--- config.mk ---
export PLATFORM = sky130hd
export DESIGN_NAME = sar_rx
export DESIGN_NICKNAME = d
export VERILOG_FILES = /design/src/rtl/sar_pkg.sv /design/src/rtl/sar_edge_sync.sv /design/src/rtl/sar_frame_tracker.sv /design/src/rtl/sar_word_shift.sv /design/src/rtl/sar_rx.sv
export SDC_FILE = /design/constraint.sdc
export NUM_CORES = 1
export LEC_CHECK = 0
export BUFFER_PORTS_ARGS = -buffer_cell sky130_fd_sc_hd__buf_2
export CELL_PAD_IN_SITES_DETAIL_PLACEMENT = 1
export CELL_PAD_IN_SITES_GLOBAL_PLACEMENT = 1
export CORE_AREA = 2 2 108 110
export DETAILED_ROUTE_END_ITERATION = 10
export DIE_AREA = 0 0 110 112
export PLACE_DENSITY_LB_ADDON = 0.05
export SLEW_MARGIN = 20
export SYNTH_ARGS = -nofsm -noshare
export SYNTH_HDL_FRONTEND = slang
export SYNTH_HIERARCHICAL = 1
export SYNTH_SLANG_ARGS = --single-unit
--- constraint.sdc ---
create_clock -name clk -period 5.44 [get_ports clk]
set_clock_uncertainty 0.1 [all_clocks]
set_input_delay 0.544 -clock clk [delete_from_list [all_inputs] [get_ports clk]]
set_output_delay 0.544 -clock clk [all_outputs]
set_load 0.02 [all_outputs]
--- src/rtl/sar_pkg.sv ---
// Package for the serial audio receiver: format codes and helpers.
// Assumes the select input is two bits wide and code 3 is an alias of I2S.
package sar_pkg;

    typedef enum logic [1:0] {
        FMT_I2S = 2'd0,
        FMT_LJ  = 2'd1,
        FMT_RJ  = 2'd2,
        FMT_ALT = 2'd3
    } fmt_e;

    // Map the raw select code onto one of the three real formats.
    function automatic fmt_e fmt_norm(input logic [1:0] code);
        case (code)
            2'd1:    return FMT_LJ;
            2'd2:    return FMT_RJ;
            default: return FMT_I2S;
        endcase
    endfunction

    // Frame-clock level that marks the left half-frame in a format.
    function automatic logic left_level(input fmt_e f);
        return (f == FMT_I2S) ? 1'b0 : 1'b1;
    endfunction

endpackage

--- src/rtl/sar_edge_sync.sv ---
// Synchroniser and edge finder for the three serial inputs.
// Runs the bit clock, frame clock and data through matched flop chains, so
// frame clock and data line up with the detected rising bit-clock edge.
// Assumes ws and sd are stable around rising sck and clk >= 8x sck.
module sar_edge_sync #(
    parameter int STAGES = 2
) (
    input  logic clk,
    input  logic rst_n,
    input  logic sck_i,
    input  logic ws_i,
    input  logic sd_i,
    output logic bit_stb,
    output logic ws_o,
    output logic sd_o
);
    localparam int TOP = STAGES - 1;

    logic [TOP:0] sck_p;
    logic [TOP:0] ws_p;
    logic [TOP:0] sd_p;
    logic         sck_d;

    // Shift each input through its synchroniser chain.
    always_ff @(posedge clk) begin
        if (!rst_n) begin
            sck_p <= '0;
            ws_p  <= '0;
            sd_p  <= '0;
            sck_d <= 1'b0;
        end else begin
            sck_p <= {sck_p[TOP-1:0], sck_i};
            ws_p  <= {ws_p[TOP-1:0], ws_i};
            sd_p  <= {sd_p[TOP-1:0], sd_i};
            sck_d <= sck_p[TOP];
        end
    end

    // One-cycle strobe on a synchronised rising bit-clock edge.
    always_comb begin
        bit_stb = sck_p[TOP] & ~sck_d;
        ws_o    = ws_p[TOP];
        sd_o    = sd_p[TOP];
    end

endmodule

--- src/rtl/sar_frame_tracker.sv ---
// Frame tracker: finds frame-clock changes, counts slot indices inside each
// half-frame, latches the active format at left half-frame starts and
// marks which strobes carry word bits. All outputs are qualified by bit_stb.
// Assumes a half-frame of SLOT_W bit clocks, SLOT_W a power of two > WORD_W.
module sar_frame_tracker
    import sar_pkg::*;
#(
    parameter int WORD_W = 24,
    parameter int SLOT_W = 32
) (
    input  logic       clk,
    input  logic       rst_n,
    input  logic       bit_stb,
    input  logic       ws,
    input  logic [1:0] fmt_req,
    output logic       in_window,
    output logic       word_last,
    output logic       is_left,
    output logic       armed
);
    localparam int             CW      = $clog2(SLOT_W);
    localparam logic [CW-1:0]  IDX_MAX = CW'(SLOT_W - 1);
    localparam logic [CW-1:0]  OFF_I2S = CW'(1);
    localparam logic [CW-1:0]  OFF_LJ  = CW'(0);
    localparam logic [CW-1:0]  OFF_RJ  = CW'(SLOT_W - WORD_W);
    localparam logic [CW-1:0]  SPAN    = CW'(WORD_W - 1);

    logic          ws_prev;
    logic          seen;
    logic [CW-1:0] cnt;
    fmt_e          act_fmt;
    logic          armed_q;

    fmt_e          req_fmt;
    fmt_e          eff_fmt;
    logic          edge_hit;
    logic          lstart;
    logic [CW-1:0] idx;
    logic [CW-1:0] off;
    logic [CW-1:0] last;

    // Decode edges, the slot index and the window for the current strobe.
    always_comb begin
        req_fmt  = fmt_norm(fmt_req);
        edge_hit = bit_stb & seen & (ws != ws_prev);
        lstart   = edge_hit & (ws == left_level(req_fmt));
        eff_fmt  = lstart ? req_fmt : act_fmt;
        if (edge_hit)
            idx = '0;
        else if (cnt == IDX_MAX)
            idx = cnt;
        else
            idx = cnt + CW'(1);
        case (eff_fmt)
            FMT_LJ:  off = OFF_LJ;
            FMT_RJ:  off = OFF_RJ;
            default: off = OFF_I2S;
        endcase
        last      = off + SPAN;
        is_left   = (ws == left_level(eff_fmt));
        in_window = bit_stb & (armed_q | lstart) & (idx >= off) & (idx <= last);
        word_last = in_window & (idx == last);
        armed     = armed_q;
    end

    // Keep the previous frame-clock level, slot index, format and arming.
    always_ff @(posedge clk) begin
        if (!rst_n) begin
            ws_prev <= 1'b0;
            seen    <= 1'b0;
            cnt     <= '0;
            act_fmt <= FMT_I2S;
            armed_q <= 1'b0;
        end else if (bit_stb) begin
            ws_prev <= ws;
            seen    <= 1'b1;
            cnt     <= idx;
            if (lstart) begin
                act_fmt <= req_fmt;
                armed_q <= 1'b1;
            end
        end
    end

    AST_FMT_ONLY_AT_LEFT: assert property (@(posedge clk) disable iff (!rst_n)
        !lstart |=> (act_fmt == $past(act_fmt)));
    AST_ARM_NEEDS_LEFT: assert property (@(posedge clk) disable iff (!rst_n)
        $rose(armed_q) |-> $past(bit_stb && ws == left_level(fmt_norm(fmt_req))));

endmodule

--- src/rtl/sar_word_shift.sv ---
// Word assembler: shifts window bits in MSB first, parks the finished left
// word and releases the pair with a one-cycle strobe at the right word's end.
// Assumes shift_en and word_last come from the frame tracker.
module sar_word_shift #(
    parameter int WORD_W = 24
) (
    input  logic              clk,
    input  logic              rst_n,
    input  logic              shift_en,
    input  logic              word_last,
    input  logic              is_left,
    input  logic              sd,
    output logic [WORD_W-1:0] left_o,
    output logic [WORD_W-1:0] right_o,
    output logic              valid_o
);
    logic [WORD_W-1:0] sh;
    logic [WORD_W-1:0] nxt;
    logic [WORD_W-1:0] left_hold;
    logic              left_ok;

    // Next shift value with the current data bit appended.
    always_comb nxt = {sh[WORD_W-2:0], sd};

    // Shift, park the left word, and publish the pair on the right LSB.
    always_ff @(posedge clk) begin
        if (!rst_n) begin
            sh        <= '0;
            left_hold <= '0;
            left_ok   <= 1'b0;
            left_o    <= '0;
            right_o   <= '0;
            valid_o   <= 1'b0;
        end else begin
            valid_o <= 1'b0;
            if (shift_en)
                sh <= nxt;
            if (word_last) begin
                if (is_left) begin
                    left_hold <= nxt;
                    left_ok   <= 1'b1;
                end else if (left_ok) begin
                    left_o  <= left_hold;
                    right_o <= nxt;
                    valid_o <= 1'b1;
                    left_ok <= 1'b0;
                end
            end
        end
    end

    AST_OUT_HOLD: assert property (@(posedge clk) disable iff (!rst_n)
        !valid_o |-> ($stable(left_o) && $stable(right_o)));
    AST_PULSE_AFTER_RIGHT: assert property (@(posedge clk) disable iff (!rst_n)
        valid_o |-> $past(word_last && !is_left));

endmodule

--- src/rtl/sar_rx.sv ---
// Top of the multi-format serial audio receiver. Chains the synchroniser,
// the frame tracker and the word assembler. All logic is on clk; sck, ws
// and sd are treated as asynchronous and oversampled.
module sar_rx #(
    parameter int WORD_W      = 24,
    parameter int SLOT_W      = 32,
    parameter int SYNC_STAGES = 2
) (
    input  logic              clk,
    input  logic              rst_n,
    input  logic              sck,
    input  logic              ws,
    input  logic              sd,
    input  logic [1:0]        fmt_sel,
    output logic [WORD_W-1:0] left_word,
    output logic [WORD_W-1:0] right_word,
    output logic              word_valid
);
    logic bit_stb;
    logic ws_s;
    logic sd_s;
    logic in_window;
    logic word_last;
    logic is_left;
    logic armed;

    sar_edge_sync #(.STAGES(SYNC_STAGES)) u_sync (
        .clk     (clk),
        .rst_n   (rst_n),
        .sck_i   (sck),
        .ws_i    (ws),
        .sd_i    (sd),
        .bit_stb (bit_stb),
        .ws_o    (ws_s),
        .sd_o    (sd_s)
    );

    sar_frame_tracker #(.WORD_W(WORD_W), .SLOT_W(SLOT_W)) u_track (
        .clk       (clk),
        .rst_n     (rst_n),
        .bit_stb   (bit_stb),
        .ws        (ws_s),
        .fmt_req   (fmt_sel),
        .in_window (in_window),
        .word_last (word_last),
        .is_left   (is_left),
        .armed     (armed)
    );

    sar_word_shift #(.WORD_W(WORD_W)) u_shift (
        .clk       (clk),
        .rst_n     (rst_n),
        .shift_en  (in_window),
        .word_last (word_last),
        .is_left   (is_left),
        .sd        (sd_s),
        .left_o    (left_word),
        .right_o   (right_word),
        .valid_o   (word_valid)
    );

    AST_VALID_ONE_CYCLE: assert property (@(posedge clk) disable iff (!rst_n)
        word_valid |=> !word_valid);
    AST_VALID_ON_BIT: assert property (@(posedge clk) disable iff (!rst_n)
        word_valid |-> $past(bit_stb));
    AST_VALID_ARMED: assert property (@(posedge clk) disable iff (!rst_n)
        word_valid |-> $past(armed));

endmodule

=== Yosys cells after proc, flatten, opt, wreduce, memory -nomap -nowiden ===
Index checks and enable logic that the tools add are counted.

* Register bits after elaboration: 114
* Latch bits: 0
* Memory bits (writable): 0
* ROM bits: 0
* Input bits: 7
* Output and inout bits: 49
* Logic and storage cells: 56
* Memories kept: 0

* Add/sub/neg operators: 2
* Multipliers: 0
* Div/mod/pow operators: 0
* $lt $le $gt $ge: 2
* Equality and inequality tests: 9
* Shift-type cells: 0
* Mux-type cells: 9
* Bitwise gates (word level): 13
* Reduce and logical (&&, ||, !) cells: 6

{| class="wikitable"
|+ Operator list
! cell !! count
|-
| 2-to-1 mux 5 bit || 2
|-
| bitwise AND 1 bit || 8
|-
| one-hot mux 4 bit (2 select lines) || 1
|-
| adder 4 x 5 -> 5 bit (second input constant) || 1
|-
| adder 5 x 1 -> 5 bit (second input constant) || 1
|-
| == test 5 bit || 1
|-
| == test 5 bit (second input constant) || 1
|-
| >= comparator 5 x 4 -> 1 bit || 1
|-
| <= comparator 5 bit || 1
|-
| == test 2 x 1 -> 1 bit (second input constant) || 2
|-
| == test 2 bit (second input constant) || 2
|-
| logical NOT 2 bit || 2
|-
| 2-to-1 mux 1 bit || 4
|-
| NOT 1 bit || 4
|-
| one-hot mux 2 bit (2 select lines) || 1
|-
| AND reduction 2 bit || 2
|-
| AND reduction 3 bit || 1
|-
| OR reduction 3 bit || 1
|-
| == test 1 bit || 2
|-
| 2-to-1 mux 2 bit || 1
|-
| inequality test 1 bit || 1
|-
| bitwise OR 1 bit || 1
|}

=== Logic depth before layout (Yosys ltp) ===
Gate-level depths: netlist (run 1).

* Word-level depth: 15
* Depth in mapped cells: 18
* Depth with buffers taken out: 16

=== By module ===
Netlist (run 1), hierarchy kept.

{| class="wikitable"
|+ Modules (own cells, without submodules)
! module !! instances !! cells an instance !! area each (um2) !! seq. area each (um2)
|-
| sar_word_shift || 1 || 399 || 3774.9 || 1941.9
|-
| sar_frame_tracker || 1 || 95 || 828.3 || 200.2
|-
| sar_edge_sync || 1 || 15 || 190.2 || 140.1
|}

=== Least setup slack after synthesis (run 1) ===
No wires, ideal clock.

* Path type: input-to-reg
* Start: input port fmt_sel[0]
* End: register u_shift.left_o[10]
* Library setup time: 0.072 ns
* Arrival time: 3.820 ns
* Required time: 5.268 ns
* Setup slack: 1.448 ns
* Cell stages on the path: 18
* Buffers on the path: 3
* Path through: inv_1 -> ha_1 -> or3b_4 -> a21boi_4 -> mux2i_1 -> inv_1 -> ha_1 -> inv_1 -> nor2_1 -> ha_1 -> and3_1 -> and3_1 -> nor3b_1 -> and3b_1 -> buf_2 -> buf_6 -> buf_6 -> mux2i_1

* Longest elaborated chain between the ends: 14
* Elaborated cells between the ends (all ways): 25
* Those cells by class: add/sub: 1; order compare: 2; eq/ne: 7; mux: 5; bitwise: 7; reduce/logical: 3

{| class="wikitable"
|+ RTL lines
! element !! RTL line !! RTL
|-
| start, declared || sar_rx.sv:14 || <nowiki>input logic [1:0] fmt_sel,</nowiki>
|-
| == test 2 bit or == test 2 x 1 -> 1 bit (tied branches) || sar_pkg.sv:14 || <nowiki>case (code)</nowiki>
|-
| one-hot mux 2 bit (2 select lines) (*) || sar_pkg.sv:14 ||
|-
| logical NOT 2 bit || sar_pkg.sv:23 || <nowiki>return (f == FMT_I2S) ? 1'b0 : 1'b1;</nowiki>
|-
| 2-to-1 mux 1 bit || sar_pkg.sv:23 ||
|-
| == test 1 bit || sar_frame_tracker.sv:46 || <nowiki>lstart = edge_hit & (ws == left_level(req_fmt));</nowiki>
|-
| bitwise AND 1 bit || sar_frame_tracker.sv:46 ||
|-
| 2-to-1 mux 2 bit (*) || sar_frame_tracker.sv:47 || <nowiki>eff_fmt = lstart ? req_fmt : act_fmt;</nowiki>
|-
| named net u_track.eff_fmt[1] || sar_frame_tracker.sv:35 || <nowiki>fmt_e eff_fmt;</nowiki>
|-
| == test 2 bit or == test 2 x 1 -> 1 bit (tied branches) || sar_frame_tracker.sv:54 || <nowiki>case (eff_fmt)</nowiki>
|-
| one-hot mux 4 bit (2 select lines) (*) || sar_frame_tracker.sv:54 ||
|-
| adder 4 x 5 -> 5 bit or >= comparator 5 x 4 -> 1 bit (tied branches) || sar_frame_tracker.sv:59, sar_frame_tracker.sv:61 ||
|-
| <= comparator 5 bit or bitwise AND 1 bit (tied branches) || sar_frame_tracker.sv:61 || <nowiki>in_window = bit_stb & (armed_q | lstart) & (idx >= off) & (idx <= last);</nowiki>
|-
| bitwise AND 1 bit || sar_frame_tracker.sv:61 ||
|-
| bitwise AND 1 bit (*) || sar_frame_tracker.sv:62 || <nowiki>word_last = in_window & (idx == last);</nowiki>
|-
| named net word_last || sar_rx.sv:23 || <nowiki>logic word_last;</nowiki>
|-
| AND reduction 3 bit (no line) (*) || - ||
|-
| end signal, assigned || sar_word_shift.sv:43 || <nowiki>left_o <= left_hold;</nowiki>
|-
| end, declared || sar_word_shift.sv:13 || <nowiki>output logic [WORD_W-1:0] left_o,</nowiki>
|}

Mark *: on every way through the listed nets, which the timed path passes. The rest lies on a longest branch.
A chain may end at the register's enable or synchronous reset.

=== Worst setup path in the final report (run 1) ===
* Start: register u_sync.sck_p[1]
* End: register u_shift.right_o[4]

* Longest elaborated chain between the ends: 12
* Elaborated cells between the ends (all ways): 23
* Those cells by class: add/sub: 1; order compare: 2; eq/ne: 4; mux: 4; bitwise: 10; reduce/logical: 2

{| class="wikitable"
|+ RTL lines
! element !! RTL line !! RTL
|-
| start, declared || sar_edge_sync.sv:19 || <nowiki>logic [TOP:0] sck_p;</nowiki>
|-
| start signal, assigned || sar_edge_sync.sv:32 || <nowiki>sck_p <= {sck_p[TOP-1:0], sck_i};</nowiki>
|-
| bitwise AND 1 bit (*) || sar_edge_sync.sv:41 || <nowiki>bit_stb = sck_p[TOP] & ~sck_d;</nowiki>
|-
| named net bit_stb || sar_rx.sv:19 || <nowiki>logic bit_stb;</nowiki>
|-
| bitwise AND 1 bit (*) (2 in series) || sar_frame_tracker.sv:45 || <nowiki>edge_hit = bit_stb & seen & (ws != ws_prev);</nowiki>
|-
| bitwise AND 1 bit (*) || sar_frame_tracker.sv:46 ||
|-
| 2-to-1 mux 2 bit (*) || sar_frame_tracker.sv:47 ||
|-
| named net u_track.eff_fmt[1] || sar_frame_tracker.sv:35 ||
|-
| == test 2 bit or == test 2 x 1 -> 1 bit (tied branches) || sar_frame_tracker.sv:54 ||
|-
| one-hot mux 4 bit (2 select lines) (*) || sar_frame_tracker.sv:54 ||
|-
| adder 4 x 5 -> 5 bit or >= comparator 5 x 4 -> 1 bit (tied branches) || sar_frame_tracker.sv:59, sar_frame_tracker.sv:61 ||
|-
| <= comparator 5 bit or bitwise AND 1 bit (tied branches) || sar_frame_tracker.sv:61 ||
|-
| bitwise AND 1 bit || sar_frame_tracker.sv:61 ||
|-
| bitwise AND 1 bit (*) || sar_frame_tracker.sv:62 ||
|-
| named net word_last || sar_rx.sv:23 ||
|-
| AND reduction 3 bit (no line) (*) || - ||
|-
| end signal, assigned || sar_word_shift.sv:44 || <nowiki>right_o <= nxt;</nowiki>
|-
| end, declared || sar_word_shift.sv:14 || <nowiki>output logic [WORD_W-1:0] right_o,</nowiki>
|}

Marks and branches as above.

==> metrics.log, run 1 <==
[metrics] portion of the post-synthesis area used by sequential elements: 47.61%
[metrics] Clk Tree Root Cell: sky130_fd_sc_hd__clkbuf_16
[metrics] worst slew margin relative to its limit: 39.24%
[metrics] number of buffers created by CTS: 17
[metrics] clk slew on worst S/H paths: 0.05 ns
[metrics] Critical Path Slowest Stage Cell: sky130_fd_sc_hd__and3b_2
[metrics] post-synthesis instance area: 0.004793 mm²
[metrics] ys flop type: sky130_fd_sc_hd__dfxtp_1
[metrics] number of nets in the layout: 572
[metrics] count of maximum capacitance violations: 0
[metrics] r2r worst-path depth: 16
[metrics] count of hold buffers inserted by post-cts repair: 0
[metrics] actual transition at the worst max-transition pin: between 0.9 and 1 ns
[metrics] global-route wire length before repair: 17560 µm
[metrics] number of detailed-route iterations in the first pass: 4
[metrics] Mean Syn Cell Area: around 9.4 µm²
[metrics] Layout Area Growth over Synthesis: 19.42%
[metrics] hold endpoint: u_sync/sck_p[0]$_SDFF_PN0_
[metrics] Post-Syn Instances: 509
[metrics] area share of the leading cell type in the synthesized netlist: between 40% and 50%
[metrics] drt first-iter violations: 110
[metrics] FP Rows: 39
[metrics] core region area: 0.01117 mm²
[metrics] Reg-to-Reg Start: u_sync/sck_p[1]$_SDFF_PN0_
[metrics] number of hold violations in the final report: 0
[metrics] depth of the worst hold-timing path: 2
[metrics] Synthesis Warnings: 6
[metrics] Hold WC Path Type: primary input to flip-flop
[metrics] share of synthesized flip-flops with an asynchronous set or reset: 0%
[metrics] final period demand of the worst path: 4.674 ns
[metrics] slack of the critical path: 0.7661 ns
[metrics] Max H-tree Level: 4
[metrics] postcts setup bufs: 0
[metrics] gr usage total: between 10% and 20%
[metrics] worst stage delay on the critical path: 0.79 ns
[metrics] static power due to leakage: 2.190 nW
[metrics] outcome: complete, no violations
[metrics] number of library cell types mapped by synthesis: 34
[metrics] crit-path cells: nor2b_1 > buf_4 > and2_0 > a21boi_4 > mux2i_1 > inv_1 > ha_1 > inv_1 > nor2_1 > ha_1 > and3_1 > and3_1 > nor3b_2 > and3b_2 > buf_4 > mux2i_1
[metrics] most frequent cells after synthesis: sky130_fd_sc_hd__dfxtp_1 (114), sky130_fd_sc_hd__nand2_1 (104), sky130_fd_sc_hd__mux2i_1 (79)
[metrics] destination of the worst register-to-register timing path: u_shift/right_o[4]$_SDFFE_PN0P_
[metrics] CTS tree: yes
[metrics] maximum buffer depth of the clock tree: 2
[metrics] width of the die: 110 µm
[metrics] Via-to-Cell Ratio: 5.010
[metrics] RSZ-0062 raised after global routing: no
[metrics] pre-CTS setup slack: 0.4762 ns
[metrics] total setup violations reported at the end of the flow: 0
[metrics] Port-buffer cells: 55
[metrics] fin crit share: 85.92%
[metrics] worst-skew pair later-pin latency: 0.41 ns
[metrics] Worst Setup Path Type: flip-flop to flip-flop
[metrics] setup_tns: 0 ns
[metrics] total via count after detailed routing: 3547
[metrics] cts repair resizes: 0
[metrics] critical path data required time: 5.67 ns
[metrics] register-to-register setup slack: 0.77 ns
[metrics] count of flip-flops with a built-in enable after synthesis: 0
[metrics] final wirelength: 10630 µm
[metrics] category of the worst setup path capture point: flip-flop
[metrics] maximum clock frequency: 214.0 MHz
[metrics] crit-path max FO: 30
[metrics] per-cell routed wire length: 15.02 µm
[metrics] GPL Wtd Cong: 0.7747
[metrics] Post-Synthesis Net Count: 529
[metrics] power per cell area: 339.3 mW/mm²
[metrics] Worst VDD drop: around 220 µV
[metrics] data arrival time at the worst-slack endpoint: 4.90 ns
[metrics] Post-route DRC: 0
[metrics] Final HPWL DP: approximately 6600 µm
[metrics] number of sinks handled by clock tree synthesis: 114
[metrics] Initial Util: 42.90%
[metrics] final number of max-transition violations: 0
[metrics] number of antenna violations at the first check in global routing: 0
[metrics] nature of the critical path startpoint: flip-flop
[metrics] most frequent cell after synthesis: sky130_fd_sc_hd__dfxtp_1
[metrics] layout cells sized above 1: 20.88%
[metrics] filler instances: 1290
[metrics] number of I/O pins: 56
[metrics] Yosys reg bits: about 110
[metrics] die height: 112 µm
[metrics] via count of the first global-routing pass: ~3600
[metrics] ant diodes: 0
[metrics] area of the die: 0.01232 mm²
[metrics] top cells by area, synth: sky130_fd_sc_hd__dfxtp_1 (48%), sky130_fd_sc_hd__mux2i_1 (16%), sky130_fd_sc_hd__nand2_1 (8.1%), sky130_fd_sc_hd__a21bo_2 (4.0%), sky130_fd_sc_hd__ha_1 (3.4%)
[metrics] total overflow reported by the global router: 0
[metrics] largest net degree at the start of global routing: 94
[metrics] min-delay src: sck
[metrics] top cell type by total area after synthesis: sky130_fd_sc_hd__dfxtp_1
[metrics] residual antenna-violating net count after detailed routing: 0
[placed cells by master, fill, tap and decap left out, types with 2 or more instances in the layout]
| cell | count |
|---|---|
| sky130_fd_sc_hd__dfxtp_1 | 114 |
| sky130_fd_sc_hd__nand2_1 | 104 |
| sky130_fd_sc_hd__mux2i_1 | 79 |
| sky130_fd_sc_hd__buf_2 | 54 |
| sky130_fd_sc_hd__nand3_1 | 28 |
| sky130_fd_sc_hd__a21oi_1 | 28 |
| sky130_fd_sc_hd__nor2_1 | 27 |
| sky130_fd_sc_hd__a21bo_2 | 19 |
| sky130_fd_sc_hd__clkbuf_16 | 17 |
| sky130_fd_sc_hd__ha_1 | 13 |
| sky130_fd_sc_hd__and2_1 | 10 |
| sky130_fd_sc_hd__buf_4 | 7 |
| sky130_fd_sc_hd__nor2b_1 | 7 |
| sky130_fd_sc_hd__inv_1 | 7 |
| sky130_fd_sc_hd__clkinv_2 | 5 |
| sky130_fd_sc_hd__clkbuf_8 | 5 |
| sky130_fd_sc_hd__a21bo_1 | 5 |
| sky130_fd_sc_hd__nand3b_1 | 3 |
| sky130_fd_sc_hd__a31oi_1 | 3 |
| sky130_fd_sc_hd__a221oi_1 | 3 |
| sky130_fd_sc_hd__and3_1 | 3 |
| sky130_fd_sc_hd__o21a_1 | 3 |
| sky130_fd_sc_hd__clkinvlp_4 | 2 |
| sky130_fd_sc_hd__xor2_1 | 2 |
| sky130_fd_sc_hd__o22ai_1 | 2 |
[routing by layer]
layer	vias to the layer above	track usage, %	part of all wire (%)
met1	1683	24.14	49
met5	-	0	0
met3	15	5.269	3.4
met4	0	7.848	1.4
met2	50	27.89	46
li1	1799	-	-
[registers in the layout (all words and copies together) (netlist names)]
| name | flops |
|---|---|
| u_shift/right_o | 24 |
| u_shift/sh | 23 |
| u_shift/left_ok | 1 |
| u_sync/sd_p | 2 |
| u_shift/valid_o | 1 |
| u_track/act_fmt | 2 |
| u_track/armed | 1 |
| u_sync/ws_p | 2 |
| u_shift/left_o | 24 |
| u_sync/sck_p | 2 |
| u_track/ws_prev | 1 |
| u_shift/left_hold | 24 |
| u_sync/sck_d | 1 |
| u_track/seen | 1 |
| u_track/cnt | 5 |
[worst max path at each step]
stage / start / endpoint / slack (ns) / cells after the start
after floorplan: fmt_sel[0] / u_shift/left_o[10]$_SDFFE_PN0P_ / 1.45 / 18
after global placement: fmt_sel[0] / u_shift/left_o[9]$_SDFFE_PN0P_ / 0.68 / 17
after detailed placement: fmt_sel[0] / u_shift/right_o[11]$_SDFFE_PN0P_ / 0.48 / 16
after CTS: u_sync/sck_p[1]$_SDFF_PN0_ / u_shift/right_o[4]$_SDFFE_PN0P_ / 0.71 / 16
after global routing: u_sync/sck_p[1]$_SDFF_PN0_ / u_shift/right_o[4]$_SDFFE_PN0P_ / 0.26 / 15
final: u_sync/sck_p[1]$_SDFF_PN0_ / u_shift/right_o[4]$_SDFFE_PN0P_ / 0.77 / 16
[critical path, delay by kind of cell, from the launching register on]
| family | cells | cell delay [ns] |
|---|---|---|
| DFF | 1 | 0.32 |
| adders and majority gates | 2 | 0.50 |
| muxes | 2 | 0.64 |
| and+or+nand+nor | 7 | 1.88 |
| AOI/OAI and AO/OA | 1 | 0.30 |
| buffers and inverters | 4 | 0.85 |
[power by group]
group | switching, mW | internal (mW) | total (mW)
sequential | 0.00266 | 0.839 | 0.842
clock | 0.376 | 0.684 | 1.06
combinational | 0.0297 | 0.0106 | 0.0403
total | 0.409 | 1.53 | 1.94
[cells by family (layout without fill, tap and decap cells)]
kind of cell / count (synthesis) / count (layout) / share of synthesized area [%]
XOR/XNOR: 3 / 3 / 0.5483
AND/OR/NAND/NOR: 188 / 188 / 17.20
buffers and inverters: 45 / 101 / 4.333
adder cells (fa/ha/maj): 13 / 13 / 3.393
flip-flops: 114 / 114 / 47.61
multiplexers: 79 / 79 / 16.50
AO/OA/AOI/OAI: 67 / 67 / 10.42
[stage by stage]
stage	power (mW)	instances	hold slack [ns]	instance area (µm²)	util (%)
after floorplan	0.8891	509	0.3118	4793	-
after global placement	0.8993	676	0.3182	5147	46.06
after detailed placement	0.9002	676	0.3239	5147	46.06
after CTS	1.968	708	0.2188	5724	51.23
after global routing	2.008	708	0.2280	5724	51.23
final	1.942	708	0.2344	5724	51.23
[cell type report]
| class | instances | area, µm² | share of cell area [%] |
|---|---|---|---|
| Clock buffer | 23 | 498.0 | 8.699 |
| Clock inverter | 9 | 78.83 | 1.377 |
| Inverter | 8 | 30.03 | 0.5246 |
| Multi-Input combinational cell | 350 | 2333 | 40.77 |
| Sequential cell | 114 | 2282 | 39.87 |
| Tap cell | 143 | 178.9 | 3.126 |
| Timing Repair Buffer | 61 | 322.8 | 5.639 |
No activity file was read; power rests on OpenSTA's default activity.
==> inputs of run 2 (changes only) <==
--- a/config.mk
+++ b/config.mk
@@ -12,7 +12,7 @@
 export DETAILED_ROUTE_END_ITERATION = 10
 export DIE_AREA = 0 0 110 112
 export PLACE_DENSITY_LB_ADDON = 0.05
-export SLEW_MARGIN = 20
+export RECOVER_POWER = 100
 export SYNTH_ARGS = -nofsm -noshare
 export SYNTH_HDL_FRONTEND = slang
 export SYNTH_HIERARCHICAL = 1
==> metrics.log, run 2 (same netlist as run 1, synthesis figures left out) <==
[metrics] outcome: finished with violations
[metrics] violations in the final reports: max-capacitance violations, max-slew violations
[metrics] Initial Util: 42.90%
[metrics] setup_tns: 0 ns
[metrics] per-cell routed wire length: 15.04 µm
[metrics] worst slew margin relative to its limit: -16.42%
[metrics] number of sinks handled by clock tree synthesis: 114
[metrics] final wirelength: 10650 µm
[metrics] hold slack: 0.2344 ns
[metrics] cts repair resizes: 0
[metrics] power per cell area: 343.9 mW/mm²
[metrics] fin crit share: 87.76%
[metrics] Largest regs: u_shift/left_hold (24), u_shift/left_o (24), u_shift/right_o (24)
[metrics] crit-path max FO: 30
[metrics] layout cells sized above 1: 11.86%
[metrics] total via count after detailed routing: 3550
[metrics] area of the die: 0.01232 mm²
[metrics] maximum buffer depth of the clock tree: 2
[metrics] Layout Area Growth over Synthesis: 17.80%
[metrics] clock network fraction of total power: 54.6%
[metrics] Design Power: 1.942 mW
[metrics] count of maximum capacitance violations: 1
[metrics] total buffers and inverters traversed by the critical path: 4
[metrics] area occupied by registers: 0.002282 mm²
[metrics] RSZ-0062 raised after global routing: no
[metrics] number of antenna violations at the first check in global routing: 0
[metrics] number of detailed-route iterations in the first pass: 4
[metrics] largest net degree at the start of global routing: 94
[metrics] data arrival time at the worst-slack endpoint: 5.00 ns
[metrics] via count of the first global-routing pass: 3571
[metrics] clk slew on worst S/H paths: 0.05 ns
[metrics] core region area: 0.01117 mm²
[metrics] Top Family by Delay on Critical Path: simple AND/OR/NAND/NOR gates
[metrics] residual antenna-violating net count after detailed routing: 0
[metrics] total setup violations reported at the end of the flow: 0
[metrics] category of the worst setup path capture point: flip-flop
[metrics] critical path data required time: roughly 5.7 ns
[metrics] nature of the critical path startpoint: flip-flop
[metrics] filler instances: 1297
[metrics] r2r worst-path depth: 16
[metrics] Post-route DRC: 0
[metrics] global-route wire length before repair: approximately 18000 µm
[metrics] Sw Share: 21.06%
[metrics] Worst Setup Path Type: flip-flop to flip-flop
[metrics] static power due to leakage: 1.964 nW
[metrics] area taken by multi-input logic gates: 0.002328 mm²
[metrics] number of stages on the worst setup path: 16
[metrics] final period demand of the worst path: between 4 and 5 ns
[metrics] Port-buffer cells: 55
[metrics] actual transition at the worst max-transition pin: 1.746 ns
[metrics] count of hold buffers inserted by post-cts repair: 0
[metrics] Via-to-Cell Ratio: 5.014
[metrics] Psw: 408.9 µW
[metrics] Worst VDD drop: 215.4 µV
[metrics] Critical Path Slowest Stage Cell: sky130_fd_sc_hd__and3b_2
[metrics] ant diodes: 0
[metrics] highest-count cells in the layout ignoring fill and taps: sky130_fd_sc_hd__dfxtp_1 (114), sky130_fd_sc_hd__nand2_1 (104), sky130_fd_sc_hd__mux2i_1 (79), sky130_fd_sc_hd__clkbuf_1 (51)
[metrics] internal power contribution: around 1.5 mW
[metrics] width of the die: 110 µm
[metrics] sequential fraction of design power: between 40% and 50%
[metrics] total overflow reported by the global router: 0
[metrics] number of hold violations in the final report: 0
[metrics] GPL Wtd Cong: 0.7747
[metrics] maximum clock frequency: 209.5 MHz
[metrics] worst-skew pair later-pin latency: roughly 0.4 ns
[metrics] combinational power share: 2.0%
[metrics] drt first-iter violations: 113
[metrics] Max H-tree Level: 4
[metrics] Final HPWL DP: 6568 µm
[metrics] gr usage total: 18.35%
[metrics] commonest non-fill, non-tap cell in the layout: sky130_fd_sc_hd__dfxtp_1
[metrics] worst stage delay on the critical path: 0.82 ns
[metrics] Hold WC Path Type: primary input to flip-flop
[metrics] pre-CTS setup slack: 0.4762 ns
[metrics] crit-path cells: nor2b_1 > buf_4 > and2_0 > a21boi_4 > mux2i_1 > inv_1 > ha_1 > inv_1 > nor2_1 > ha_1 > and3_1 > and3_1 > nor3b_1 > and3b_2 > buf_4 > mux2i_1
[metrics] final number of max-transition violations: 94
[metrics] number of buffers created by CTS: 17
[metrics] slack of the critical path: around 0.67 ns
[metrics] CTS tree: yes
[metrics] postcts setup bufs: 0
[metrics] Clk Tree Root Cell: sky130_fd_sc_hd__clkbuf_16
[metrics] die height: 112 µm
[metrics] FP Rows: 39
[metrics] depth of the worst hold-timing path: 2
[metrics] number of nets in the layout: 572
[metrics] number of I/O pins: 56
## run 2: cell count changes in the layout (fill, tap and decap cells not counted), sizes merged
cell | before | now
buf | 61 | 8
clkbuf | 23 | 76
## run 2: metal layers
metal	global-route usage (%)	part of all wire, %	up-vias
met5	0	0	-
met4	7.848	1.4	0
met3	5.269	3.5	15
met2	27.89	45	52
met1	24.14	50	1684
li1	-	-	1799
## run 2: power groups by stage
stage	sequential (mW)	clock [mW]	combinational, mW
2_1_floorplan	0.858	0	0.0310
3_3_place_gp	0.859	0	0.0401
3_5_place_dp	0.859	0	0.0409
4_1_cts	0.842	1.09	0.0414
5_1_grt	0.841	1.12	0.0451
6_report	0.842	1.06	0.0397
## run 2: worst register-to-register path: cells and delay by family, from the launching register on
| family | cells | cell delay (ns) |
|---|---|---|
| multiplexers | 2 | 0.65 |
| adder cells (fa/ha/maj) | 2 | 0.50 |
| flip-flops | 1 | 0.32 |
| AO/OA/AOI/OAI | 1 | 0.30 |
| buffers and inverters | 4 | 0.85 |
| AND/OR/NAND/NOR | 7 | 1.97 |
## run 2: path summary, 6_finish.rpt
kind | to | start | slack (ns)
setup / recovery | u_shift/right_o[4]$_SDFFE_PN0P_ | u_sync/sck_p[1]$_SDFF_PN0_ | 0.67
hold / removal | u_sync/sck_p[0]$_SDFF_PN0_ | sck | 0.23
setup reg to reg | u_shift/right_o[4]$_SDFFE_PN0P_ | u_sync/sck_p[1]$_SDFF_PN0_ | 0.67
hold reg to reg | u_sync/sd_p[1]$_SDFF_PN0_ | u_sync/sd_p[0]$_SDFF_PN0_ | 0.34
## run 2: area by class of cell
class / instances / share of cell area [%]
Inverter: 8 / 0.5318
Clock inverter: 9 / 1.396
Multi-Input combinational cell: 350 / 41.24
Clock buffer: 23 / 8.819
Timing Repair Buffer: 61 / 4.432
Tap cell: 143 / 3.169
Sequential cell: 114 / 40.42
## run 2: through the flow
step | instance area, µm² | util (%) | cells
2_1_floorplan | 4793 | - | 509
3_3_place_gp | 5147 | 46.06 | 676
3_5_place_dp | 5147 | 46.06 | 676
4_1_cts | 5724 | 51.23 | 708
5_1_grt | 5647 | 50.53 | 708
6_report | 5647 | 50.53 | 708
